### src/rtl/keysup_pkg.sv
package keysup_pkg;

    typedef enum logic [1:0] {
        SUP_NONE = 2'b00,
        SUP_PAIR = 2'b01,
        SUP_ALL  = 2'b10
    } sup_mode_e;

    typedef struct packed {
        logic binary;
        logic act_low;
        logic open_drain;
    } drive_cfg_t;

    function automatic sup_mode_e decode_sup(input logic [1:0] s);
        case (s)
            2'b00:   return SUP_NONE;
            2'b01:   return SUP_PAIR;
            default: return SUP_ALL;
        endcase
    endfunction

    function automatic drive_cfg_t decode_drive(input logic [1:0] s);
        drive_cfg_t c;
        case (s)
            2'b00:   c = '{binary: 1'b1, act_low: 1'b0, open_drain: 1'b0};
            2'b10:   c = '{binary: 1'b0, act_low: 1'b1, open_drain: 1'b1};
            2'b01:   c = '{binary: 1'b0, act_low: 1'b0, open_drain: 1'b0};
            default: c = '{binary: 1'b0, act_low: 1'b1, open_drain: 1'b0};
        endcase
        return c;
    endfunction

    // Group membership follows bit 1 of the key index: {0,1,4,5} and {2,3,6,7}
    function automatic logic [7:0] group_mask(input int g);
        logic [7:0] m;
        for (int k = 0; k < 8; k++) m[k] = (((k >> 1) & 1) == g);
        return m;
    endfunction

endpackage

### src/rtl/keysup_arb.sv
module keysup_arb #(
    parameter int NKEYS = 8,
    parameter int STR_W = 8
) (
    input  logic [NKEYS-1:0]       elig,
    input  logic [NKEYS*STR_W-1:0] strength,
    output logic [NKEYS-1:0]       win
);
    logic [STR_W-1:0] best;
    logic             found;

    always_comb begin
        win   = '0;
        best  = '0;
        found = 1'b0;
        for (int k = 0; k < NKEYS; k++) begin
            if (elig[k] && (!found || strength[k*STR_W +: STR_W] > best)) begin
                win    = '0;
                win[k] = 1'b1;
                best   = strength[k*STR_W +: STR_W];
                found  = 1'b1;
            end
        end
    end
endmodule

### src/rtl/keysup_hold.sv
module keysup_hold #(
    parameter int NKEYS  = 8,
    parameter int CODE_W = $clog2(NKEYS)
) (
    input  logic              clk,
    input  logic              rst,
    input  logic [NKEYS-1:0]  act_d,
    output logic [CODE_W-1:0] code_q,
    output logic              vld_q
);
    logic [CODE_W-1:0] code_d;
    logic              vld_d;

    always_comb begin
        code_d = code_q;
        vld_d  = vld_q;
        if (!(vld_q && act_d[code_q])) begin
            vld_d  = |act_d;
            code_d = '0;
            for (int k = NKEYS - 1; k >= 0; k--) begin
                if (act_d[k]) code_d = CODE_W'(k);
            end
        end
    end

    always_ff @(posedge clk) begin
        if (rst) begin
            code_q <= '0;
            vld_q  <= 1'b0;
        end else begin
            code_q <= code_d;
            vld_q  <= vld_d;
        end
    end

    // a reported key that stays active keeps the code
    assert_hold_keep_R7: assert property (@(posedge clk) disable iff (rst)
        (vld_q && act_d[code_q]) |=> (vld_q && code_q == $past(code_q)));
endmodule

### src/rtl/keysup_pins.sv
module keysup_pins
    import keysup_pkg::*;
#(
    parameter int NKEYS  = 8,
    parameter int CODE_W = $clog2(NKEYS)
) (
    input  drive_cfg_t        cfg,
    input  logic [NKEYS-1:0]  act,
    input  logic [CODE_W-1:0] code,
    input  logic              vld,
    output logic [NKEYS-1:0]  key_val,
    output logic [NKEYS-1:0]  key_oe,
    output logic              det_val,
    output logic              det_oe
);
    logic any;
    assign any = |act;

    always_comb begin
        if (cfg.binary) begin
            key_val             = '0;
            key_val[CODE_W-1:0] = vld ? code : '0;
            key_oe              = '1;
            det_val             = vld;
            det_oe              = 1'b1;
        end else if (cfg.open_drain) begin
            key_val = '0;
            key_oe  = act;
            det_val = 1'b0;
            det_oe  = any;
        end else begin
            key_val = cfg.act_low ? ~act : act;
            key_oe  = '1;
            det_val = cfg.act_low ? ~any : any;
            det_oe  = 1'b1;
        end
    end
endmodule

### src/rtl/keysup_encoder.sv
module keysup_encoder
    import keysup_pkg::*;
#(
    parameter int NKEYS = 8,
    parameter int STR_W = 8
) (
    input  logic                   clk,
    input  logic                   rst,
    input  logic [1:0]             strap_sup,
    input  logic [1:0]             strap_drv,
    input  logic [NKEYS-1:0]       strap_unused,
    input  logic                   strap_fast,
    input  logic [NKEYS-1:0]       cand,
    input  logic [NKEYS*STR_W-1:0] strength,
    output logic [NKEYS-1:0]       key_val,
    output logic [NKEYS-1:0]       key_oe,
    output logic                   det_val,
    output logic                   det_oe,
    output logic                   fast_en
);
    localparam int CODE_W = $clog2(NKEYS);
    localparam int NGRP   = 2;

    sup_mode_e        sup_q;
    drive_cfg_t       drv_q;
    logic [NKEYS-1:0] unused_q;
    logic             fast_q;

    always_ff @(posedge clk) begin
        if (rst) begin
            sup_q    <= decode_sup(strap_sup);
            drv_q    <= decode_drive(strap_drv);
            unused_q <= strap_unused;
            fast_q   <= strap_fast;
        end
    end

    logic [NKEYS-1:0] elig, win_all, win_grp, act_d, act_q;
    logic [NKEYS-1:0] grp_win [NGRP];

    assign elig = cand & ~unused_q;

    keysup_arb #(.NKEYS(NKEYS), .STR_W(STR_W)) u_arb_all (
        .elig(elig), .strength(strength), .win(win_all));

    for (genvar g = 0; g < NGRP; g++) begin : g_grp
        localparam logic [NKEYS-1:0] GMASK = NKEYS'(group_mask(g));
        keysup_arb #(.NKEYS(NKEYS), .STR_W(STR_W)) u_arb (
            .elig(elig & GMASK), .strength(strength), .win(grp_win[g]));
    end

    always_comb begin
        win_grp = '0;
        for (int g = 0; g < NGRP; g++) win_grp = win_grp | grp_win[g];
        case (sup_q)
            SUP_NONE: act_d = elig;
            SUP_PAIR: act_d = win_grp;
            default:  act_d = win_all;
        endcase
    end

    always_ff @(posedge clk) begin
        if (rst) act_q <= '0;
        else     act_q <= act_d;
    end

    logic [CODE_W-1:0] code_q;
    logic              vld_q;

    keysup_hold #(.NKEYS(NKEYS), .CODE_W(CODE_W)) u_hold (
        .clk(clk), .rst(rst), .act_d(act_d), .code_q(code_q), .vld_q(vld_q));

    keysup_pins #(.NKEYS(NKEYS), .CODE_W(CODE_W)) u_pins (
        .cfg(drv_q), .act(act_q), .code(code_q), .vld(vld_q),
        .key_val(key_val), .key_oe(key_oe), .det_val(det_val), .det_oe(det_oe));

    assign fast_en = fast_q && (sup_q == SUP_NONE);

    assert_strap_frozen_R1: assert property (@(posedge clk) disable iff (rst)
        !$past(rst) |-> ($stable(sup_q) && $stable(drv_q) && $stable(unused_q) && $stable(fast_q)));

    assert_global_single_R3: assert property (@(posedge clk) disable iff (rst)
        (sup_q == SUP_ALL) |-> $onehot0(act_q));

    assert_group_single_R4: assert property (@(posedge clk) disable iff (rst)
        (sup_q == SUP_PAIR) |-> ($countones(act_q & NKEYS'(group_mask(0))) <= 1 &&
                                 $countones(act_q & NKEYS'(group_mask(1))) <= 1));

    assert_unused_quiet_R5: assert property (@(posedge clk) disable iff (rst)
        (act_q & unused_q) == '0);

    assert_bin_upper_R6: assert property (@(posedge clk) disable iff (rst)
        drv_q.binary |-> (key_val[NKEYS-1:CODE_W] == '0 && &key_oe && det_oe));

    assert_detect_or_R9: assert property (@(posedge clk) disable iff (rst)
        (!drv_q.binary && !drv_q.act_low && !drv_q.open_drain) |-> (det_val == |key_val));

    assert_fast_gate_R10: assert property (@(posedge clk) disable iff (rst)
        fast_en |-> (sup_q == SUP_NONE));
endmodule

### config.mk
export PLATFORM = sky130hd
export DESIGN_NAME = keysup_encoder
export DESIGN_NICKNAME = d
export VERILOG_FILES = /design/src/rtl/keysup_pkg.sv /design/src/rtl/keysup_arb.sv /design/src/rtl/keysup_hold.sv /design/src/rtl/keysup_pins.sv /design/src/rtl/keysup_encoder.sv
export SDC_FILE = /design/constraint.sdc
export NUM_CORES = 1
export LEC_CHECK = 0
export ABC_AREA = 1
export BUFFER_PORTS_ARGS = -buffer_cell sky130_fd_sc_hd__buf_4
export CAP_MARGIN = 20
export CORE_MARGIN = 3
export CORE_UTILIZATION = 40
export CTS_BUF_LIST = sky130_fd_sc_hd__clkbuf_4
export CTS_CLUSTER_DIAMETER = 40
export DETAILED_ROUTE_END_ITERATION = 7
export PLACE_DENSITY = 0.66
export SYNTH_ARGS = -nofsm -noshare
export SYNTH_HDL_FRONTEND = slang
export SYNTH_HIERARCHICAL = 1
export SYNTH_SLANG_ARGS = --single-unit
### constraint.sdc
create_clock -name clk -period 13.24 [get_ports clk]
set_input_delay 1.324 -clock clk [delete_from_list [all_inputs] [get_ports clk]]
set_output_delay 1.324 -clock clk [all_outputs]
set_load 0.01 [all_outputs]
==> qor.txt <==
mean area per synthesized cell: 5.98 µm²
Clock Skews: 0.00857 ns
worst slew pin tran: 0.684 ns
Yosys reg bits: 26
IO Count: 106
VDD IR-drop max: 0.0344 mV
Worst Setup End Kind: flop
Fillers: 2212
relative slew slack: 54.3%
Hold WS: 0.556 ns
Clock transition at path regs: 0.14 ns
final setup fails: 0
Die W: 152 µm
Worst Setup Start Kind: primary input
most common cell after layout, fill and taps aside: nand2_1
P_int: 377 µW
antenna-violating nets left: 0
Sw Share: 52.8%
Pwr Density: 82.9 nW/µm²
Vert. Die Dim: 152 µm
initial antenna violation count: 0
largest net degree at the start of global routing: 19
Die ar.: 23000 µm²
P_leak: 0.00548 µW
Placeable Area: 20600 µm²
n_diodes: 0
CP Class: in2reg
Logic pwr share: 79.7%
highest-count cells in the layout ignoring fill and taps: nand2_1, inv_1, nand3_1
Pre-antenna DRT Iters: 5
most used cell, CP: nand2_1
initial core utilization: 41.3%
Yosys warning count: 6
Port Buf Inserts: 105
Seq pwr share: 13.3%
Critical path buffers and inverters: 9
global router's overall resource usage: 21.8%
total CTS buffers: 3
CTS sink count: 26
Hold Path Cell Cnt: 2
H-tree Lvls: 1
Clock Power Share: 6.9%
CTS root buf: clkbuf_4
Tmin final: 12.08 ns
Max-Cap Viols: 0
RSZ-0062 raised after global routing: no
cells after synthesis: 1418
Layout Nets: 1782
Congestion Overflow GR: 0
Worst Path Max Fanout: 18
post-synth cell types: 45
max-slew violation count: 0
# DRC: 0
Required @ worst endpoint: 13.51 ns
Area Overhead vs Synth: 13.6%
1st-iter DRT viols: 477
vias per inst: 5.08
routed length per instance: 14.4 µm
Seq. cell area: 661 µm²
Switching Power: 422 µW
Tcrit/Tclk final: 91.2%
via count: 9132
first-pass GRT wire length: 40400 µm
final count of hold timing violations: 0
r2r worst-path depth: 82
Worst EP arrival: 12.35 ns
outcome: finished, final reports clean
f_max: 82.8 MHz
Hold WC Path Type: reg2reg
Slowest-stage cell, CP: or2_2
DP HPWL: 21900 µm
CTS max path bufs: 2
Max stage delay on crit path: 0.38 ns
ratio of cells with drive above 1 in the final layout: 11.9%
synthesized area: 8480 µm²
Core Rows: 52
post-cts hold buffer count: 0
Tot Pwr: 799 µW
Seq/Total Area, Yosys: 7.79%
multi-input logic area: 6890 µm²
CTS tree: done
gpl congestion: 0.909
CP Depth: 84
vias in the first global route: 8218
final wirelength: 25800 µm
CP delay by family, top: simple AND/OR/NAND/NOR gates
worst skew pair latency: 0.33 ns
==> final timing paths <==
kind / start / end / slack, ns
setup / recovery: cand[0] / u_hold/code_q[0] / 1.16
hold / removal: u_hold/code_q[2] / u_hold/code_q[2] / 0.56
setup reg to reg: unused_q[0] / u_hold/code_q[0] / 1.82
hold reg to reg: u_hold/code_q[2] / u_hold/code_q[2] / 0.56
==> worst register-to-register path: cells and delay by family, from the launching register on <==
| kind | cells | cell delay, ns |
|---|---|---|
| AOI/OAI and AO/OA | 15 | 2.16 |
| adders and majority gates | 7 | 1.92 |
| buffers and inverters | 7 | 0.55 |
| DFF | 1 | 0.43 |
| and+or+nand+nor | 53 | 6.29 |
==> per-layer routing <==
metal	wire, µm	vias up	GRT usage, %
li1	-	4841	-
met5	0	-	0
met1	12100	4049	29.9
met2	12000	211	38.2
met4	438	0	3.64
met3	1200	31	1.52
==> cells in the mapped netlist, drive strengths merged <==
| cell type | number | area (µm²) |
|---|---|---|
| nand3 | 185 | 993 |
| a21o | 3 | 22.5 |
| clkbuf | 2 | 7.51 |
| conb | 1 | 3.75 |
| o21a | 6 | 45.0 |
| and2 | 48 | 300 |
| o21bai | 3 | 22.5 |
| or2 | 38 | 238 |
| a221oi | 5 | 43.8 |
| a21oi | 73 | 365 |
| o221ai | 3 | 26.3 |
| nor3 | 13 | 80.1 |
| xnor2 | 3 | 26.3 |
| dfxtp | 12 | 240 |
| or4 | 3 | 26.3 |
| nor2 | 65 | 272 |
| o21ai | 42 | 210 |
| o211ai | 3 | 22.5 |
| clkinv | 5 | 18.8 |
| edfxtp | 14 | 420 |
| nand2 | 455 | 1780 |
| nor3b | 1 | 7.51 |
| inv | 217 | 820 |
| o41ai | 1 | 8.76 |
| nand4 | 24 | 195 |
| o22ai | 1 | 6.26 |
| buf | 23 | 173 |
| a211oi | 1 | 7.51 |
| ha | 168 | 2100 |
==> stage by stage <==
step	util [%]	area (µm²)	TNS [ns]	worst slack, ns	instances
floorplan	-	8540	0	2.41	1434
global placement	46.4	9530	0	0.272	1789
detailed placement	46.4	9530	-0.0293	-0.0136	1789
CTS	46.6	9580	0	0.337	1793
global route	46.8	9630	0	0.0303	1796
finish	46.8	9630	0	1.16	1796
==> power groups by stage <==
stage	Clock, µW	Sequential (µW)	Combinational (µW)
floorplan	0	105	467
global placement	0	108	606
detailed placement	0	108	620
CTS	57.1	106	622
global route	59.8	109	735
finish	55.2	107	637
==> final cells by class <==
class / count / share of cell area [%]
multi-input combinational: 1161 / 71.5
clock inverter: 1 / 0.312
inverter: 222 / 8.77
tap: 270 / 3.51
clock buffer: 3 / 0.234
timing repair buffer: 113 / 8.81
sequential: 26 / 6.86
==> kinds of logic after synthesis <==
family / after synthesis / synth area share, %
AOI/OAI and AO/OA: 141 / 9.20
xor gates and xnor gates: 3 / 0.310
adders and majority gates: 168 / 24.8
buffers and inverters: 247 / 12.0
DFF: 26 / 7.79
other: 1 / 0.0442
and+or+nand+nor: 832 / 45.9
==> registers in the layout (all words and copies together) (netlist names) <==
| signal | flops |
|---|---|
| drv_q | 3 |
| u_hold/code_q | 3 |
| fast_q | 1 |
| u_hold/vld_q | 1 |
| act_q | 8 |
| sup_q | 2 |
| unused_q | 8 |
==> repair_timing <==
action | in CTS | in global routing
resized for setup | 0 | 9
endpoints found under the setup margin | 0 | 12
buffers inserted | 0 | 3
Power figures use the tool's default switching activity.
